## src/rtl/chan_tx_pkg.sv

```systemverilog
// Package: shared encodings for the channel transmitter.
// Assumes: mode codes are fixed by the control field layout.
package chan_tx_pkg;

    typedef enum logic [1:0] {
        MODE_HDLC  = 2'b00,
        MODE_ASYNC = 2'b01,
        MODE_RSV   = 2'b10,
        MODE_SYNC  = 2'b11
    } tx_mode_e;

    typedef enum logic [1:0] {
        ST_IDLE = 2'b00,
        ST_PRE1 = 2'b01,
        ST_PRE2 = 2'b10,
        ST_DATA = 2'b11
    } tx_state_e;

    // True for the modes that send the sync pattern before data.
    function automatic logic mode_uses_sync(input tx_mode_e m);
        return (m == MODE_HDLC) || (m == MODE_SYNC);
    endfunction

    // True for modes in which the transmitter can run.
    function automatic logic mode_runs(input tx_mode_e m);
        return m != MODE_RSV;
    endfunction

endpackage

```

## src/rtl/chan_tx_cfg.sv

```systemverilog
// Module: control and sync pattern registers.
// Holds the enable bit, mode field and sync pattern. Produces the
// run qualifier and a flush that fires on the very edge of a
// disabling write, so the abort needs no line clock.
// Assumes: ctl_wr and syn_wr are single-cycle strobes from the host.
module chan_tx_cfg
    import chan_tx_pkg::*;
#(
    parameter int          SYNC_W     = 16,
    parameter logic [15:0] RESET_SYNC = 16'h7E7E
) (
    input  logic              clk,
    input  logic              rst_n,
    input  logic              ctl_wr,
    input  logic              ctl_en,
    input  logic [1:0]        ctl_mode,
    input  logic              syn_wr,
    input  logic [SYNC_W-1:0] syn_pat,
    output logic              active,
    output tx_mode_e          mode,
    output logic [SYNC_W-1:0] sync_q,
    output logic              flush
);

    logic     en_q;
    tx_mode_e mode_q;
    logic     wr_runs;

    // Purpose: decide whether the value being written lets the channel run.
    always_comb begin
        wr_runs = ctl_en && mode_runs(tx_mode_e'(ctl_mode));
    end

    // Purpose: control register, reset to disabled HDLC.
    always_ff @(posedge clk) begin
        if (!rst_n) begin
            en_q   <= 1'b0;
            mode_q <= MODE_HDLC;
        end else if (ctl_wr) begin
            en_q   <= ctl_en;
            mode_q <= tx_mode_e'(ctl_mode);
        end
    end

    // Purpose: sync pattern register, reset to two flag bytes.
    always_ff @(posedge clk) begin
        if (!rst_n) begin
            sync_q <= SYNC_W'(RESET_SYNC);
        end else if (syn_wr) begin
            sync_q <= syn_pat;
        end
    end

    // Purpose: export run state and the abort/flush request.
    always_comb begin
        active = en_q && mode_runs(mode_q);
        mode   = mode_q;
        flush  = (ctl_wr && !wr_runs) || !active;
    end

endmodule

```

## src/rtl/chan_tx_fifo.sv

```systemverilog
// Module: transmit data queue.
// Circular buffer with a full/empty count. A flush empties it at once.
// Assumes: the writer never writes when full and the reader never
// reads when empty (the callers gate both).
module chan_tx_fifo #(
    parameter int W     = 8,
    parameter int DEPTH = 4
) (
    input  logic         clk,
    input  logic         rst_n,
    input  logic         flush,
    input  logic         wr,
    input  logic [W-1:0] wdata,
    input  logic         rd,
    output logic [W-1:0] rdata,
    output logic         full,
    output logic         empty
);

    localparam int AW = (DEPTH > 1) ? $clog2(DEPTH) : 1;
    localparam int CW = $clog2(DEPTH + 1);

    logic [W-1:0]  mem [DEPTH];
    logic [AW-1:0] wp, rp;
    logic [CW-1:0] cnt;

    // Purpose: advance a pointer with wrap at DEPTH.
    function automatic logic [AW-1:0] bump(input logic [AW-1:0] p);
        return (p == AW'(DEPTH - 1)) ? '0 : p + AW'(1);
    endfunction

    // Purpose: store a pushed byte.
    always_ff @(posedge clk) begin
        if (wr) begin
            mem[wp] <= wdata;
        end
    end

    // Purpose: pointers and occupancy count, cleared by reset or flush.
    always_ff @(posedge clk) begin
        if (!rst_n || flush) begin
            wp  <= '0;
            rp  <= '0;
            cnt <= '0;
        end else begin
            if (wr) wp <= bump(wp);
            if (rd) rp <= bump(rp);
            case ({wr, rd})
                2'b10:   cnt <= cnt + CW'(1);
                2'b01:   cnt <= cnt - CW'(1);
                default: cnt <= cnt;
            endcase
        end
    end

    // Purpose: status flags and head-of-queue data.
    always_comb begin
        full  = (cnt == CW'(DEPTH));
        empty = (cnt == '0);
        rdata = mem[rp];
    end

    assert_no_overflow_R7: assert property (@(posedge clk) disable iff (!rst_n)
        full |-> !wr);

    assert_no_underflow_R8: assert property (@(posedge clk) disable iff (!rst_n)
        empty |-> !rd);

    assert_flush_empties_R9: assert property (@(posedge clk) disable iff (!rst_n)
        flush |=> empty);

endmodule

```

## src/rtl/chan_tx_shift.sv

```systemverilog
// Module: parallel-to-serial shifter.
// Loads a character, presents bit 0 on txd, and moves to the next bit
// on each tick. It flags the tick that ends the last bit so that a
// new load can share that cycle. Idle output is 1.
// Assumes: load is only raised when idle or together with last.
module chan_tx_shift #(
    parameter int W = 8
) (
    input  logic         clk,
    input  logic         rst_n,
    input  logic         flush,
    input  logic         tick,
    input  logic         load,
    input  logic [W-1:0] din,
    output logic         txd,
    output logic         last
);

    localparam int CW = (W > 1) ? $clog2(W) : 1;

    logic [W-1:0]  sh;
    logic [CW-1:0] cnt;
    logic          busy;

    // Purpose: flag the tick that completes the final bit.
    always_comb begin
        last = busy && tick && (cnt == CW'(W - 1));
        txd  = busy ? sh[0] : 1'b1;
    end

    // Purpose: shift state; flush discards any part-sent character.
    always_ff @(posedge clk) begin
        if (!rst_n || flush) begin
            sh   <= '0;
            cnt  <= '0;
            busy <= 1'b0;
        end else if (load) begin
            sh   <= din;
            cnt  <= '0;
            busy <= 1'b1;
        end else if (busy && tick) begin
            if (last) begin
                busy <= 1'b0;
            end else begin
                sh  <= sh >> 1;
                cnt <= cnt + CW'(1);
            end
        end
    end

    assert_load_gapless_R6: assert property (@(posedge clk) disable iff (!rst_n)
        load |-> (!busy || last));

    assert_hold_without_tick_R5: assert property (@(posedge clk) disable iff (!rst_n)
        (busy && !tick && !load && !flush) |=> $stable(txd));

    assert_end_goes_idle_R2: assert property (@(posedge clk) disable iff (!rst_n)
        (last && !load && !flush) |=> txd);

endmodule

```

## src/rtl/chan_tx_seq.sv

```systemverilog
// Module: transmit sequencer.
// Picks what the shifter sends next. In synchronous modes, low sync
// byte then high sync byte then queued data; in async mode, queued
// data only. Returns to idle when the queue runs dry.
// Assumes: the shifter reports last on the tick that ends a character.
module chan_tx_seq
    import chan_tx_pkg::*;
#(
    parameter int W = 8
) (
    input  logic           clk,
    input  logic           rst_n,
    input  logic           active,
    input  tx_mode_e       mode,
    input  logic [2*W-1:0] sync_pat,
    input  logic           empty,
    input  logic [W-1:0]   head,
    input  logic           last,
    output logic           load,
    output logic [W-1:0]   load_byte,
    output logic           pop
);

    tx_state_e st, st_nxt;

    // Purpose: next-state and load/pop decisions.
    always_comb begin
        st_nxt    = st;
        load      = 1'b0;
        pop       = 1'b0;
        load_byte = head;
        if (!active) begin
            st_nxt = ST_IDLE;
        end else begin
            case (st)
                ST_IDLE: begin
                    if (!empty) begin
                        load = 1'b1;
                        if (mode_uses_sync(mode)) begin
                            load_byte = sync_pat[W-1:0];
                            st_nxt    = ST_PRE1;
                        end else begin
                            pop    = 1'b1;
                            st_nxt = ST_DATA;
                        end
                    end
                end
                ST_PRE1: begin
                    if (last) begin
                        load      = 1'b1;
                        load_byte = sync_pat[2*W-1:W];
                        st_nxt    = ST_PRE2;
                    end
                end
                default: begin
                    if (last) begin
                        if (!empty) begin
                            load   = 1'b1;
                            pop    = 1'b1;
                            st_nxt = ST_DATA;
                        end else begin
                            st_nxt = ST_IDLE;
                        end
                    end
                end
            endcase
        end
    end

    // Purpose: sequencer state register.
    always_ff @(posedge clk) begin
        if (!rst_n) begin
            st <= ST_IDLE;
        end else begin
            st <= st_nxt;
        end
    end

    assert_sync_before_data_R3: assert property (@(posedge clk) disable iff (!rst_n)
        (pop && mode_uses_sync(mode)) |-> (st == ST_PRE2 || st == ST_DATA));

    assert_async_no_sync_R4: assert property (@(posedge clk) disable iff (!rst_n)
        (st == ST_IDLE && load && mode == MODE_ASYNC) |-> pop);

    assert_pre1_to_pre2_R3: assert property (@(posedge clk) disable iff (!rst_n)
        (st == ST_PRE1 && last && active) |=> (st == ST_PRE2));

endmodule

```

## src/rtl/chan_tx.sv

```systemverilog
// Module: synchronous serial channel transmitter (top).
// Host pushes bytes through valid/ready; they are queued and shifted
// out LSB first on line_tick, preceded by the sync pattern in the
// synchronous modes. A disabling control write aborts at once.
// Assumes: line_tick is synchronous to clk and one cycle wide per bit.
module chan_tx
    import chan_tx_pkg::*;
#(
    parameter int          DATA_W     = 8,
    parameter int          FIFO_DEPTH = 4,
    parameter logic [15:0] RESET_SYNC = 16'h7E7E
) (
    input  logic                clk,
    input  logic                rst_n,
    input  logic                ctl_wr,
    input  logic                ctl_en,
    input  logic [1:0]          ctl_mode,
    input  logic                syn_wr,
    input  logic [2*DATA_W-1:0] syn_pat,
    input  logic                push_valid,
    input  logic [DATA_W-1:0]   push_data,
    output logic                push_ready,
    input  logic                line_tick,
    output logic                txd
);

    localparam int SYNC_W = 2 * DATA_W;

    logic              active;
    tx_mode_e          mode;
    logic [SYNC_W-1:0] sync_q;
    logic              flush;
    logic              q_full, q_empty, q_pop, q_push;
    logic [DATA_W-1:0] q_head;
    logic              sh_load, sh_last;
    logic [DATA_W-1:0] sh_byte;

    chan_tx_cfg #(.SYNC_W(SYNC_W), .RESET_SYNC(RESET_SYNC)) u_cfg (
        .clk      (clk),
        .rst_n    (rst_n),
        .ctl_wr   (ctl_wr),
        .ctl_en   (ctl_en),
        .ctl_mode (ctl_mode),
        .syn_wr   (syn_wr),
        .syn_pat  (syn_pat),
        .active   (active),
        .mode     (mode),
        .sync_q   (sync_q),
        .flush    (flush)
    );

    // Purpose: host handshake; refused while full or not running.
    always_comb begin
        push_ready = active && !q_full;
        q_push     = push_valid && push_ready && !flush;
    end

    chan_tx_fifo #(.W(DATA_W), .DEPTH(FIFO_DEPTH)) u_fifo (
        .clk   (clk),
        .rst_n (rst_n),
        .flush (flush),
        .wr    (q_push),
        .wdata (push_data),
        .rd    (q_pop),
        .rdata (q_head),
        .full  (q_full),
        .empty (q_empty)
    );

    chan_tx_seq #(.W(DATA_W)) u_seq (
        .clk       (clk),
        .rst_n     (rst_n),
        .active    (active && !flush),
        .mode      (mode),
        .sync_pat  (sync_q),
        .empty     (q_empty),
        .head      (q_head),
        .last      (sh_last),
        .load      (sh_load),
        .load_byte (sh_byte),
        .pop       (q_pop)
    );

    chan_tx_shift #(.W(DATA_W)) u_shift (
        .clk   (clk),
        .rst_n (rst_n),
        .flush (flush),
        .tick  (line_tick),
        .load  (sh_load),
        .din   (sh_byte),
        .txd   (txd),
        .last  (sh_last)
    );

    assert_idle_when_off_R2: assert property (@(posedge clk) disable iff (!rst_n)
        !active |-> txd);

    assert_abort_no_tick_R9: assert property (@(posedge clk) disable iff (!rst_n)
        (ctl_wr && !ctl_en) |=> (txd && !push_ready));

    assert_reserved_off_R10: assert property (@(posedge clk) disable iff (!rst_n)
        (mode == MODE_RSV) |-> (txd && !push_ready));

endmodule

```

## config.mk

```make
export PLATFORM = sky130hd
export DESIGN_NAME = chan_tx
export DESIGN_NICKNAME = d
export VERILOG_FILES = /design/src/rtl/chan_tx_pkg.sv /design/src/rtl/chan_tx_cfg.sv /design/src/rtl/chan_tx_fifo.sv /design/src/rtl/chan_tx_shift.sv /design/src/rtl/chan_tx_seq.sv /design/src/rtl/chan_tx.sv
export SDC_FILE = /design/constraint.sdc
export NUM_CORES = 1
export LEC_CHECK = 0
export BUFFER_PORTS_ARGS = -buffer_cell sky130_fd_sc_hd__clkbuf_2
export CORE_MARGIN = 2
export CORE_UTILIZATION = 35
export CTS_CLUSTER_SIZE = 10
export DETAILED_ROUTE_END_ITERATION = 16
export PLACE_DENSITY = 0.53
export SKIP_CTS_REPAIR_TIMING = 1
export SLEW_MARGIN = 20
export SYNTH_ARGS = -nofsm -noshare
export SYNTH_HDL_FRONTEND = slang
export SYNTH_SLANG_ARGS = --single-unit
export TNS_END_PERCENT = 100
```

## constraint.sdc

```tcl
create_clock -name clk -period 2.8 [get_ports clk]
set_clock_uncertainty 0.05 [all_clocks]
set_input_delay 0 -clock clk [delete_from_list [all_inputs] [get_ports clk]]
set_output_delay 0 -clock clk [all_outputs]
set_load 0.01 [all_outputs]
```

**Yosys cells after proc, flatten, opt, wreduce, memory -nomap -nowiden**

Memory sizes are Yosys's and may differ from the RTL's. A register that Yosys moved wholly into a read port is not among the register bits.
Cells that the tools add are included.

- Add/subtract/negate cells: 5
- Equality and inequality tests: 13
- Multiplexer cells: 34
- Bitwise operators: 1
- Reduce and logical (&&, ||, !) cells: 30

Operator list:

| operator | count |
|---|---|
| 8-bit 2-to-1 mux | 7 |
| 2-bit 2-to-1 mux | 9 |
| 8-bit one-hot mux with 2 select lines | 1 |
| 1-bit 2-to-1 mux | 13 |
| 2-bit inequality test (second input constant) | 5 |
| 1-bit logical AND | 9 |
| 2-bit equality test (second input constant) | 4 |
| 2-bit AND reduction | 4 |
| 2-bit nonzero test | 4 |
| 3-bit by 1-bit adder with 3-bit output (second input constant) | 2 |
| 3-bit equality test (second input constant) | 2 |
| 3-bit one-hot mux with 2 select lines | 1 |
| 1-bit logical NOT | 5 |
| 2-bit by 1-bit adder with 2-bit output (second input constant) | 2 |
| 2-bit by 1-bit equality test with 1-bit output (second input constant) | 2 |
| 2-bit logical NOT | 2 |
| 1-bit one-hot mux with 2 select lines | 2 |
| 2-bit one-hot mux with 2 select lines | 1 |
| 3-bit logical NOT | 1 |
| 1-bit logical OR | 3 |
| 3-bit AND reduction | 1 |
| 3-bit by 1-bit subtractor with 3-bit output (second input constant) | 1 |
| 2-bit OR reduction | 1 |
| 1-bit inverter | 1 |

- Flip-flop bits (word level): 40
- RAM bits: 32
- Input port bits: 33
- Output and inout bits: 2
- Logic and storage cells: 94
- Memories: 1

Memories:

| name | depth | width | rd ports | clocked after Yosys merged registers in | wr ports | line | source |
|---|---|---|---|---|---|---|---|
| u_fifo.mem | 4 | 8 | 1 | 1 | 1 | chan_tx_fifo.sv:23 | `logic [W-1:0] mem [DEPTH];` |

**Depth between registers and ports, before layout**

Gate-level depths: netlist (run 1).

- Depth in word-level cells: 10
- Depth in mapped cells: 14
- Depth with buffers taken out: 14

**Hierarchy**

Synthesis (run 1) repeated with hierarchy kept, for this count alone.

- Cells, all modules: 272
- Area, all modules: 3363.2 um^2

Modules (own cells, without submodules):

| module | instances | cells each | area an instance (um^2) | seq. area each (um^2) |
|---|---|---|---|---|
| chan_tx_fifo | 1 | 91 | 1611.5 | 1141.1 |
| chan_tx_cfg | 1 | 67 | 729.4 | 380.4 |
| chan_tx_shift | 1 | 63 | 635.6 | 240.2 |
| chan_tx_seq | 1 | 48 | 357.8 | 40.0 |
| chan_tx | 1 | 3 | 28.8 | 0.0 |

**Least setup slack after synthesis (run 1)**

OpenSTA, ideal clock, no wires.

- Path kind: reg-to-reg
- From: register u_cfg.mode_q[0], in the netlist u_cfg.mode[0]
- To: register u_fifo.cnt[1]
- Setup time: 0.065 ns
- Data arrival time: 2.211 ns
- Required time: 2.685 ns
- Slack: 0.474 ns
- Cell stages (with the launch flop): 14
- Path buffers: 0
- Period minus slack after synthesis: 2.326 ns
- Path through: dfxtp_1 > inv_1 > ha_1 > nand2b_1 > a31oi_1 > nand2_1 > nor2_1 > inv_1 > ha_1 > inv_1 > fa_1 > nor2_1 > a21oi_1 > nor2_1

- Elaborated cells between the ends (all ways): 21
- Those cells by class: 4 x eq/ne; 5 x mux; 12 x reduce/logical

RTL lines:

| element | line | source |
|---|---|---|
| start, declared | chan_tx_cfg.sv:26 | `tx_mode_e mode_q;` |
| start signal, assigned | chan_tx_cfg.sv:41 | `mode_q <= tx_mode_e'(ctl_mode);` |
| 2-bit inequality test * | chan_tx_pkg.sv:26 | `return m != MODE_RSV;` |
| 1-bit logical AND * | chan_tx_cfg.sv:56 | `active = en_q && mode_runs(mode_q);` |
| 1-bit logical AND * | chan_tx.sv:54 | `push_ready = active && !q_full;` |
| named net push_ready | chan_tx.sv:22 | `output logic push_ready,` |
| 1-bit logical AND * (2 in a row) | chan_tx.sv:55 | `q_push = push_valid && push_ready && !flush;` |
| 2-bit by 1-bit equality test with 1-bit output or 2-bit equality test (tied branches) | chan_tx_fifo.sv:48 | `case ({wr, rd})` |
| 3-bit one-hot mux with 2 select lines or 2-bit nonzero test (tied branches) | - |  |
| end signal, assigned | chan_tx_fifo.sv:49 | `2'b10: cnt <= cnt + CW'(1);` |
| end signal, assigned | chan_tx_fifo.sv:50 | `2'b01: cnt <= cnt - CW'(1);` |
| end signal, assigned | chan_tx_fifo.sv:51 | `default: cnt <= cnt;` |
| end, declared | chan_tx_fifo.sv:25 | `logic [CW-1:0] cnt;` |

Mark *: on every way through the listed nets, which the timed path passes. The rest lies on a longest branch.
A chain may end at the register's enable or synchronous reset.

**Worst setup path in the final report (run 1)**

- From: register u_cfg.mode_q[0], in the netlist u_cfg.mode[0]
- To: register u_fifo.cnt[2]

- Word-level cells in the longest chain between the ends: 9
- Elaborated cells between the ends (all ways): 21
- Those cells by class: 4 x eq/ne; 5 x mux; 12 x reduce/logical

RTL lines:

| element | line | source |
|---|---|---|
| branches (longest 6 deep; another with 2-bit equality test) | - |  |
| 1-bit 2-to-1 mux * | chan_tx_seq.sv:32 | `if (!active) begin` |
| named net q_pop | chan_tx.sv:33 | `logic q_full, q_empty, q_pop, q_push;` |
| 2-bit by 1-bit equality test with 1-bit output or 2-bit equality test (tied branches) | chan_tx_fifo.sv:48 |  |
| 3-bit one-hot mux with 2 select lines or 2-bit nonzero test (tied branches) | - |  |

Mark *: on every way through the listed nets, which the timed path passes.

==> results of run 1 <==
state kept, by name, summed over array words and instances, names as in the netlist, named ones only:
| register | flops |
|---|---|
| u_shift.cnt | 3 |
| u_fifo.mem | 32 |
| u_fifo.cnt | 3 |
| u_fifo.wp | 2 |
| u_shift.sh | 8 |
| u_cfg.sync_q | 16 |
| u_cfg.mode | 2 |
| u_seq.st | 2 |
| u_shift.busy | 1 |
| u_fifo.rp | 2 |
| u_cfg.en_q | 1 |
cells by family after synthesis:
family          share of synthesized area, %
fa+ha+maj                               4.18
flops                                   56.8
xor+xnor                                1.10
compound gates                          8.56
simple gates                            11.5
mux                                     15.2
buf+inv                                 2.68
layer usage:
| metal | global-route usage [%] | vias to the layer above | part of all wire [%] |
|---|---|---|---|
| met5 | 0 | - | 0 |
| met4 | 5.69 | 0 | 1.7 |
| li1 | - | 1091 | - |
| met3 | 3.58 | 11 | 3.3 |
| met1 | 17.2 | 1003 | 46 |
| met2 | 20.6 | 32 | 49 |
placed cells by master (no fill, tap or decap), drive strengths merged:
master,Yosys,layout
a211o,1,1
a21boi,6,6
a21o,1,1
a21oi,15,15
a221oi,7,7
a311oi,1,1
a31oi,1,1
a41oi,1,1
and2,4,4
bufinv,0,3
clkbuf,6,43
clkinv,0,2
clkinvlp,0,1
dfxtp,42,42
dlygate4sd3,0,42
edfxtp,32,32
fa,1,1
ha,9,9
inv,10,11
mux2,1,1
mux2i,29,29
mux4,8,8
nand2,16,16
nand2b,6,6
nand3,3,3
nand3b,1,1
nor2,25,25
nor2b,6,6
nor3,8,8
o21ai,2,2
o311ai,1,1
o32ai,2,2
or3,3,3
xnor2,1,1
xor2,3,3
worst max path at each step:
| stage | endpoint | cells after the start | from | slack [ps] |
|---|---|---|---|---|
| after global routing | u_fifo.cnt[2] | 14 | u_cfg.mode[0] | 4 |
| after floorplan | u_fifo.cnt[1] | 13 | u_cfg.mode[0] | 470 |
| after detailed placement | u_fifo.cnt[2] | 14 | u_cfg.mode[0] | 310 |
| after global placement | u_fifo.cnt[2] | 14 | u_cfg.mode[0] | 430 |
| final | u_fifo.cnt[2] | 12 | u_cfg.mode[0] | 300 |
| after CTS | u_fifo.cnt[2] | 14 | u_cfg.mode[0] | 270 |
cells in the mapped netlist:
cell | number | share of area (%)
a211o_1 | 1 | 0.28
a21boi_0 | 5 | 1.2
a21boi_1 | 1 | 0.24
a21o_1 | 1 | 0.24
a21oi_1 | 15 | 2.4
a221oi_1 | 7 | 1.9
a311oi_2 | 1 | 0.47
a31oi_1 | 1 | 0.20
a41oi_1 | 1 | 0.28
and2_1 | 4 | 0.79
buf_2 | 5 | 0.79
clkbuf_1 | 6 | 0.71
dfxtp_1 | 42 | 27
edfxtp_1 | 32 | 30
fa_1 | 1 | 0.63
ha_1 | 9 | 3.6
inv_1 | 10 | 1.2
mux2_2 | 1 | 0.36
mux2i_1 | 29 | 9.2
mux4_2 | 8 | 5.7
nand2_1 | 16 | 1.9
nand2b_1 | 6 | 1.2
nand3_1 | 2 | 0.32
nand3_2 | 1 | 0.32
nand3b_1 | 1 | 0.24
nor2_1 | 24 | 2.8
nor2_4 | 1 | 0.36
nor2b_1 | 6 | 1.2
nor3_1 | 6 | 0.95
nor3_2 | 1 | 0.32
nor3_4 | 1 | 0.51
o21ai_0 | 2 | 0.32
o311ai_0 | 1 | 0.28
o32ai_1 | 1 | 0.28
o32ai_2 | 1 | 0.51
or3_1 | 3 | 0.59
xnor2_1 | 1 | 0.28
xor2_1 | 3 | 0.83
critical path, delay by kind of cell (launching register included):
kind                     cells  cell delay, ps
XOR/XNOR                     2             290
adder cells (fa/ha/maj)      3             780
AO/OA/AOI/OAI                1             220
buffers and inverters        2             110
flip-flops                   1             340
AND/OR/NAND/NOR              4             560
area by class of cell:
cell class | count | share of cell area, %
Sequential cell | 74 | 44.0
Multi-Input combinational cell | 162 | 31.5
Timing Repair Buffer | 76 | 14.4
Tap cell | 108 | 3.30
Clock buffer | 9 | 3.03
Clock inverter | 7 | 2.84
Inverter | 10 | 0.917
power groups by stage:
stage / Clock (mW) / Sequential (mW) / Combinational (mW)
2_1_floorplan: 0 / 1.17 / 0.0506
3_3_place_gp: 0 / 1.18 / 0.0872
3_5_place_dp: 0 / 1.18 / 0.0895
4_1_cts: 1.01 / 1.15 / 0.0902
5_1_grt: 1.05 / 1.15 / 0.152
6_report: 0.985 / 1.15 / 0.138
per-stage QoR:
step	hold WS, ps	area [um2]	std cells
2_1_floorplan	11.9	3170	257
3_3_place_gp	168	3430	388
3_5_place_dp	177	3430	388
4_1_cts	-205	3670	404
5_1_grt	16.1	4090	446
6_report	-14.2	4090	446
==> out/summary.txt, run 1 <==
status: finished, violations left
failing checks: negative hold slack
hold depth: 3
final setup fails: 0
Post-Synthesis Cells: 257
antenna cells: 0
Synth warnings: 0
final setup TNS: 0 ps
hold endpoint: u_cfg.mode[1]
RePlAce Congestion: 0.727
die area: 9840 um2
kind of critical path: reg2reg
Max transition margin: 36.2%
RR Startpoint: u_cfg.mode[0]
Row Count: 34
critical path launch point type: flip-flop
via count: 2137
die width: 99.2 um
Vias/cell: 4.79
hold_ws: -14.2 ps
Initial Util: 36.2%
crit share post-route: 89.3%
IO Port Bufs: 34
overall global routing resource usage: 13.2%
# fillers: 824
CP Cell Sequence: inv_1 > ha_1 > nand2b_1 > a21o_1 > nor3_1 > ha_1 > inv_1 > fa_1 > xor2_1 > nor2_1 > xnor2_1 > nor2_1
post-synthesis instance area: 3170 um2
register area: 1800 um2
share of power burned in registers: 50.6%
peak supply drop: 0.000362 V
area of the multi-input gates: 1290 um2
vias in the first global route: 1983
final worst slack: 299 ps
DRT Pass-1 Iters: 4
P_int: 1.81 mW
Num CTS Buffers: 9
CP Data Required Time: 2960 ps
CP arrival: 2660 ps
fmax: 400 MHz
sequential cell area fraction in the yosys report: 56.8%
root buf cell: clkbuf_8
Sink Count: 74
share of cells above drive strength 1: 19.2%
clk_lat worst skew: 350 ps
final core utilization: 46.7%
endpoints failing hold: 1
max-slew violation count: 0
CP max stage delay: 390 ps
Worst Hold Class: in2reg
hpwl dp: 4340 um
mean area per synthesized cell: 12.3 um2
initial antenna violation count: 0
htree depth: 3
Area Overhead vs Synth: 29.0%
Final min period: 2500 ps
Netlist cell types: 38
first-pass GRT wire length: 9940 um
Place WS: 307 ps
Hold Crit Start: ctl_wr
starting DRC count in detailed routing: 56
antenna viol nets, final: 0
DRC: 0
RSZ-0062 raised after global routing: no
P_leak: 1.55 nW
max cap viols: 0
largest net degree at the start of global routing: 20
reg2reg end: u_fifo.cnt[2]
I/O pin count: 35
sw power: 0.461 mW
Reg2Reg Depth: 12
post-synthesis net count: 300
R2R Setup Slk: 300 ps
Least-Margin Pin Slew: 949 ps
total power: 2.27 mW
total wire length: 6550 um
Die Y-Extent: 99.2 um
pwr/cell area: 555 nW/um2
Core ar.: 8760 um2
GR Overflow Total: 0
Clk pwr share: 43.3%
Switching Share: 20.3%
register clock-pin slew on the reported worst setup and hold paths: 70 ps
CP max-delay cell: fa_1
CTS max path bufs: 2
CP Max Fanout: 3
CP endpoint kind: flip-flop
Routed WL per cell: 14.7 um
Yosys reg bits: 74
Layout Nets: 376
CTS tree: done
logic gate share of total power: 6.1%
(Power assumes the default switching activity.)
==> inputs of run 2 (changes only) <==
CELL_PAD_IN_SITES_DETAIL_PLACEMENT = 2   (was unset)
CELL_PAD_IN_SITES_GLOBAL_PLACEMENT = 2   (was unset)
PLACE_DENSITY = 0.72   (was 0.53)
==> out/summary.txt, run 2 (same netlist as run 1, synthesis figures left out) <==
Largest regs: u_fifo.mem (32), u_cfg.sync_q (16), u_shift.sh (8) (unchanged)
max-slew violation count: 0 (unchanged)
Sink Count: 74 (unchanged)
number of flip-flops in the largest register: 32 (unchanged)
Die Y-Extent: 99.2 um (unchanged)
clk_lat worst skew: 340 ps (was 350 ps)
max cap viols: 0 (unchanged)
DRT Pass-1 Iters: 4 (unchanged)
Core ar.: 8760 um2 (unchanged)
Max transition margin: 21.8% (was 36.2%)
htree depth: 3 (unchanged)
hold depth: 3 (unchanged)
Layout Nets: 374 (was 376)
initial antenna violation count: 0 (unchanged)
Least-Margin Pin Slew: 1160 ps (was 949 ps)
critical path launch point type: flip-flop (unchanged)
Largest Register: u_fifo.mem (unchanged)
RR Startpoint: u_cfg.mode[0] (unchanged)
R2R Setup Slk: 280 ps (was 300 ps)
register clock-pin slew on the reported worst setup and hold paths: 90 ps (was 70 ps)
Row Count: 34 (unchanged)
die area: 9840 um2 (unchanged)
hpwl dp: 5380 um (was 4340 um)
via count: 2272 (was 2137)
fmax: 396 MHz (was 400 MHz)
crit share post-route: 90.1% (was 89.3%)
fin cells: 444 (was 446)
Worst Hold Class: in2reg (unchanged)
overall global routing resource usage: 16.6% (was 13.2%)
Final min period: 2520 ps (was 2500 ps)
P_leak: 1.54 nW (was 1.55 nW)
most frequent cells in the layout: dfxtp_1, dlygate4sd3_1, clkbuf_2 (unchanged)
largest net degree at the start of global routing: 20 (unchanged)
Routed WL per cell: 19.2 um (was 14.7 um)
commonest non-fill, non-tap cell in the layout: dfxtp_1
antenna viol nets, final: 0 (unchanged)
CP Max Fanout: 3 (unchanged)
share of cells above drive strength 1: 19.9% (was 19.2%)
vias in the first global route: 2334 (was 1983)
hold_ws: -16.0 ps (was -14.2 ps)
Hold Crit Start: ctl_wr (unchanged)
pwr/cell area: 551 nW/um2 (was 555 nW/um2)
first-pass GRT wire length: 12500 um (was 9940 um)
status: finished, violations left (unchanged)
placed insts: 389 (was 388)
antenna cells: 0 (unchanged)
reg2reg end: u_fifo.cnt[2] (unchanged)
GR Overflow Total: 0 (unchanged)
hold endpoint: u_cfg.mode[0] (was u_cfg.mode[1])
root buf cell: clkbuf_8 (unchanged)
final setup fails: 0 (unchanged)
peak supply drop: 0.000238 V (was 0.000362 V)
I/O pin count: 35 (unchanged)
CTS max path bufs: 2 (unchanged)
CTS tree: done (unchanged)
CP Data Required Time: 2940 ps (was 2960 ps)
total wire length: 8530 um (was 6550 um)
RePlAce Congestion: 0.692 (was 0.727)
failing checks: negative hold slack (unchanged)
die width: 99.2 um (unchanged)
starting DRC count in detailed routing: 62 (was 56)
DRC: 0 (unchanged)
Vias/cell: 5.12 (was 4.79)
final instance area: 4060 um2 (was 4090 um2)
endpoints failing hold: 3 (was 1)
Post-DP Area: 3440 um2 (was 3430 um2)
Area Overhead vs Synth: 27.9% (was 29.0%)
Place WS: 282 ps (was 307 ps)
kind of critical path: reg2reg (unchanged)
Reg2Reg Depth: 12 (unchanged)
Initial Util: 36.2% (unchanged)
IO Port Bufs: 34 (unchanged)
final worst slack: 276 ps (was 299 ps)
CP arrival: 2670 ps (was 2660 ps)
CP endpoint kind: flip-flop (unchanged)
Num CTS Buffers: 9 (unchanged)
==> run 2: through the flow <==
stage	TNS [ps]	utilization, %	hold WS (ps)	total power [mW]
after floorplan	0	-	11.9	1.22
final	0	46.3	-16.0	2.24
after global routing	-8.51	46.3	9.88	2.32
after global placement	0	39.2	166	1.26
after detailed placement	0	39.2	174	1.27
after CTS	0	41.8	-190	2.22
==> run 2: critical path, cell delays in order (launching register included) <==
cell and delay [ps]:
dfxtp_1 340, inv_1 50, ha_1 180, nand2b_1 170
a21o_1 220, nor3_1 250, ha_1 230, inv_1 60
fa_1 370, xor2_1 150, nor2_1 110, xnor2_1 140
nor2_1 60
==> run 2: final cells by class <==
type	instances	area, um2
fill	874	4710
clock inverter	7	101
timing repair buffer	74	568
clock buffer	9	124
multi-input combinational	162	1290
inverter	10	37.5
sequential	74	1800
tap	108	135
==> run 2: worst max-delay path by stage <==
| stage | startpoint | endpoint | slack, ps | cells after the start |
|---|---|---|---|---|
| 2_1_floorplan | u_cfg.mode[0] | u_fifo.cnt[1] | 470 | 13 |
| 3_3_place_gp | u_cfg.mode[0] | u_fifo.cnt[2] | 370 | 12 |
| 3_5_place_dp | u_cfg.mode[0] | u_fifo.cnt[2] | 280 | 12 |
| 4_1_cts | u_cfg.mode[0] | u_fifo.cnt[2] | 250 | 12 |
| 5_1_grt | u_cfg.mode[0] | u_fifo.cnt[2] | -9 | 12 |
| 6_report | u_cfg.mode[0] | u_fifo.cnt[2] | 280 | 12 |
==> run 2: routing by layer <==
layer | routed length (um) | track usage [%] | share of wire, % | up-vias
met5 | 0 | 0 | 0 | -
met4 | 70 | 4.74 | 0.82 | 0
met3 | 131 | 2.74 | 1.5 | 6
met2 | 4570 | 29.0 | 54 | 21
met1 | 3760 | 21.3 | 44 | 1164
li1 | - | - | - | 1081
==> run 2: report_power, final <==
part | leakage, nW | switching [mW] | internal, mW
Clock | 0.106 | 0.437 | 0.508
Combinational | 0.800 | 0.0625 | 0.0773
Sequential | 0.630 | 0.0111 | 1.14
==> inputs of run 3 (changes only) <==
HOLD_SLACK_MARGIN = 0.12   (was unset)
==> out/summary.txt, run 3 (same netlist as run 1, synthesis figures left out) <==
endpoints failing hold: 0 (was 3)
IO Port Bufs: 34 (unchanged)
overall global routing resource usage: 16.6% (unchanged)
via count: 2280 (was 2272)
CTS max path bufs: 2 (unchanged)
largest net degree at the start of global routing: 20 (unchanged)
initial antenna violation count: 0 (unchanged)
Worst Hold Class: in2reg (unchanged)
max-slew violation count: 0 (unchanged)
die width: 99.2 um (unchanged)
CP max-delay cell: fa_1 (unchanged)
DRC: 0 (unchanged)
Vias/cell: 5.09 (was 5.12)
number of flip-flops in the largest register: 32 (unchanged)
Largest Register: u_fifo.mem (unchanged)
fmax: 389 MHz (was 396 MHz)
htree depth: 3 (unchanged)
total wire length: 8670 um (was 8530 um)
crit share post-route: 91.8% (was 90.1%)
pwr/cell area: 548 nW/um2 (was 551 nW/um2)
final worst slack: 230 ps (was 276 ps)
M3 GR Usage: 2.74% (unchanged)
starting DRC count in detailed routing: 60 (was 62)
met1 usage: 21.3% (unchanged)
RePlAce Congestion: 0.692 (unchanged)
status: finished clean (was finished, violations left)
GR Overflow Total: 0 (unchanged)
share of cells above drive strength 1: 19.7% (was 19.9%)
CP Cell Sequence: inv_1 > ha_1 > nand2b_1 > a21o_1 > nor3_1 > ha_1 > inv_1 > fa_1 > xor2_1 > nor2_1 > xnor2_1 > nor2_1 (unchanged)
P_leak: 1.55 nW (was 1.54 nW)
Final min period: 2570 ps (was 2520 ps)
Core ar.: 8760 um2 (unchanged)
register clock-pin slew on the reported worst setup and hold paths: 90 ps (about the same)
final setup fails: 0 (unchanged)
# fillers: 878 (was 874)
GR peak layer: met2 (unchanged)
critical path launch point type: flip-flop (unchanged)
kind of critical path: reg2reg (unchanged)
Least-Margin Pin Slew: 1170 ps (was 1160 ps)
Place WS: 282 ps (unchanged)
commonest non-fill, non-tap cell in the layout: dlygate4sd3_1 (was dfxtp_1)
Area Overhead vs Synth: 29.1% (was 27.9%)
Sink Count: 74 (unchanged)
CP max stage delay: 380 ps (was 370 ps)
Max transition margin: 21.7% (was 21.8%)
CP Max Fanout: 3 (unchanged)
vias in the first global route: 2334 (unchanged)
Initial Util: 36.2% (unchanged)
total power: 2.25 mW (was 2.24 mW)
Post-DP Area: 3440 um2 (unchanged)
I/O pin count: 35 (unchanged)
first-pass GRT wire length: 12500 um (unchanged)
CP endpoint kind: flip-flop (unchanged)
CTS tree: done (unchanged)
Largest regs: u_fifo.mem (32), u_cfg.sync_q (16), u_shift.sh (8) (unchanged)
antenna cells: 0 (unchanged)
antenna viol nets, final: 0 (unchanged)
Row Count: 34 (unchanged)
clk_lat worst skew: 340 ps (about the same)
CP arrival: 2710 ps (was 2670 ps)
Routed WL per cell: 19.4 um (was 19.2 um)
final instance area: 4100 um2 (was 4060 um2)
CP Data Required Time: 2940 ps (about the same)
Die Y-Extent: 99.2 um (unchanged)
die area: 9840 um2 (unchanged)
root buf cell: clkbuf_8 (unchanged)
most frequent cells in the layout: dlygate4sd3_1, dfxtp_1, clkbuf_2 (was dfxtp_1, dlygate4sd3_1, clkbuf_2)
peak supply drop: 0.000239 V (was 0.000238 V)
DRT Pass-1 Iters: 4 (unchanged)
Layout Nets: 378 (was 374)
max cap viols: 0 (unchanged)
GR Layer Usage met2: 29.0% (unchanged)
Num CTS Buffers: 9 (unchanged)
hpwl dp: 5380 um (unchanged)
==> run 3: cell types whose count changed in the layout (fill, tap and decap cells not counted), sizes merged <==
cell / change
dlygate4sd3: +4
==> run 3: report_power, final <==
group / internal [mW] / switching [mW]
combinational: 0.0826 / 0.0651
sequential: 1.14 / 0.0112
clock: 0.508 / 0.439
==> run 3: worst max-delay path: cells and delay by family, from the launching register on <==
family	cells	cell delay, ps
AND/OR/NAND/NOR	4	620
XOR/XNOR	2	290
buffers and inverters	2	110
AO/OA/AOI/OAI	1	220
flip-flops	1	350
adder cells (fa/ha/maj)	3	790
==> run 3: worst paths after layout <==
kind | startpoint | end | slack, ps | cells past startpoint
setup / recovery | u_cfg.mode[0] | u_fifo.cnt[2] | 230 | 12
hold / removal | line_tick | u_seq.st[1] | 150 | 4
setup reg to reg | u_cfg.mode[0] | u_fifo.cnt[2] | 230 | 12
hold reg to reg | u_shift.sh[7] | u_shift.sh[7] | 420 | 2
==> run 3: routing by layer <==
| metal | up-vias | wire (um) | part of all wire, % |
|---|---|---|---|
| met4 | 0 | 75 | 0.87 |
| met1 | 1161 | 3840 | 44 |
| met3 | 6 | 138 | 1.6 |
| li1 | 1089 | - | - |
| met5 | - | 0 | 0 |
| met2 | 24 | 4620 | 53 |
==> run 3: final cells by class <==
cell class	instances	area (um2)	area share, %
Sequential cell	74	1800	44.0
Multi-Input combinational cell	162	1290	31.4
Timing Repair Buffer	78	608	14.8
Tap cell	108	135	3.30
Clock buffer	9	124	3.02
Clock inverter	7	101	2.47
Inverter	10	37.5	0.917
==> run 3: through the flow <==
step	hold WS, ps	util [%]	cells	setup TNS, ps
after floorplan	11.9	-	257	0
after global placement	166	39.2	389	0
after detailed placement	174	39.2	389	0
after CTS	-190	41.8	405	0
after global routing	176	46.7	448	-30.7
final	154	46.7	448	0
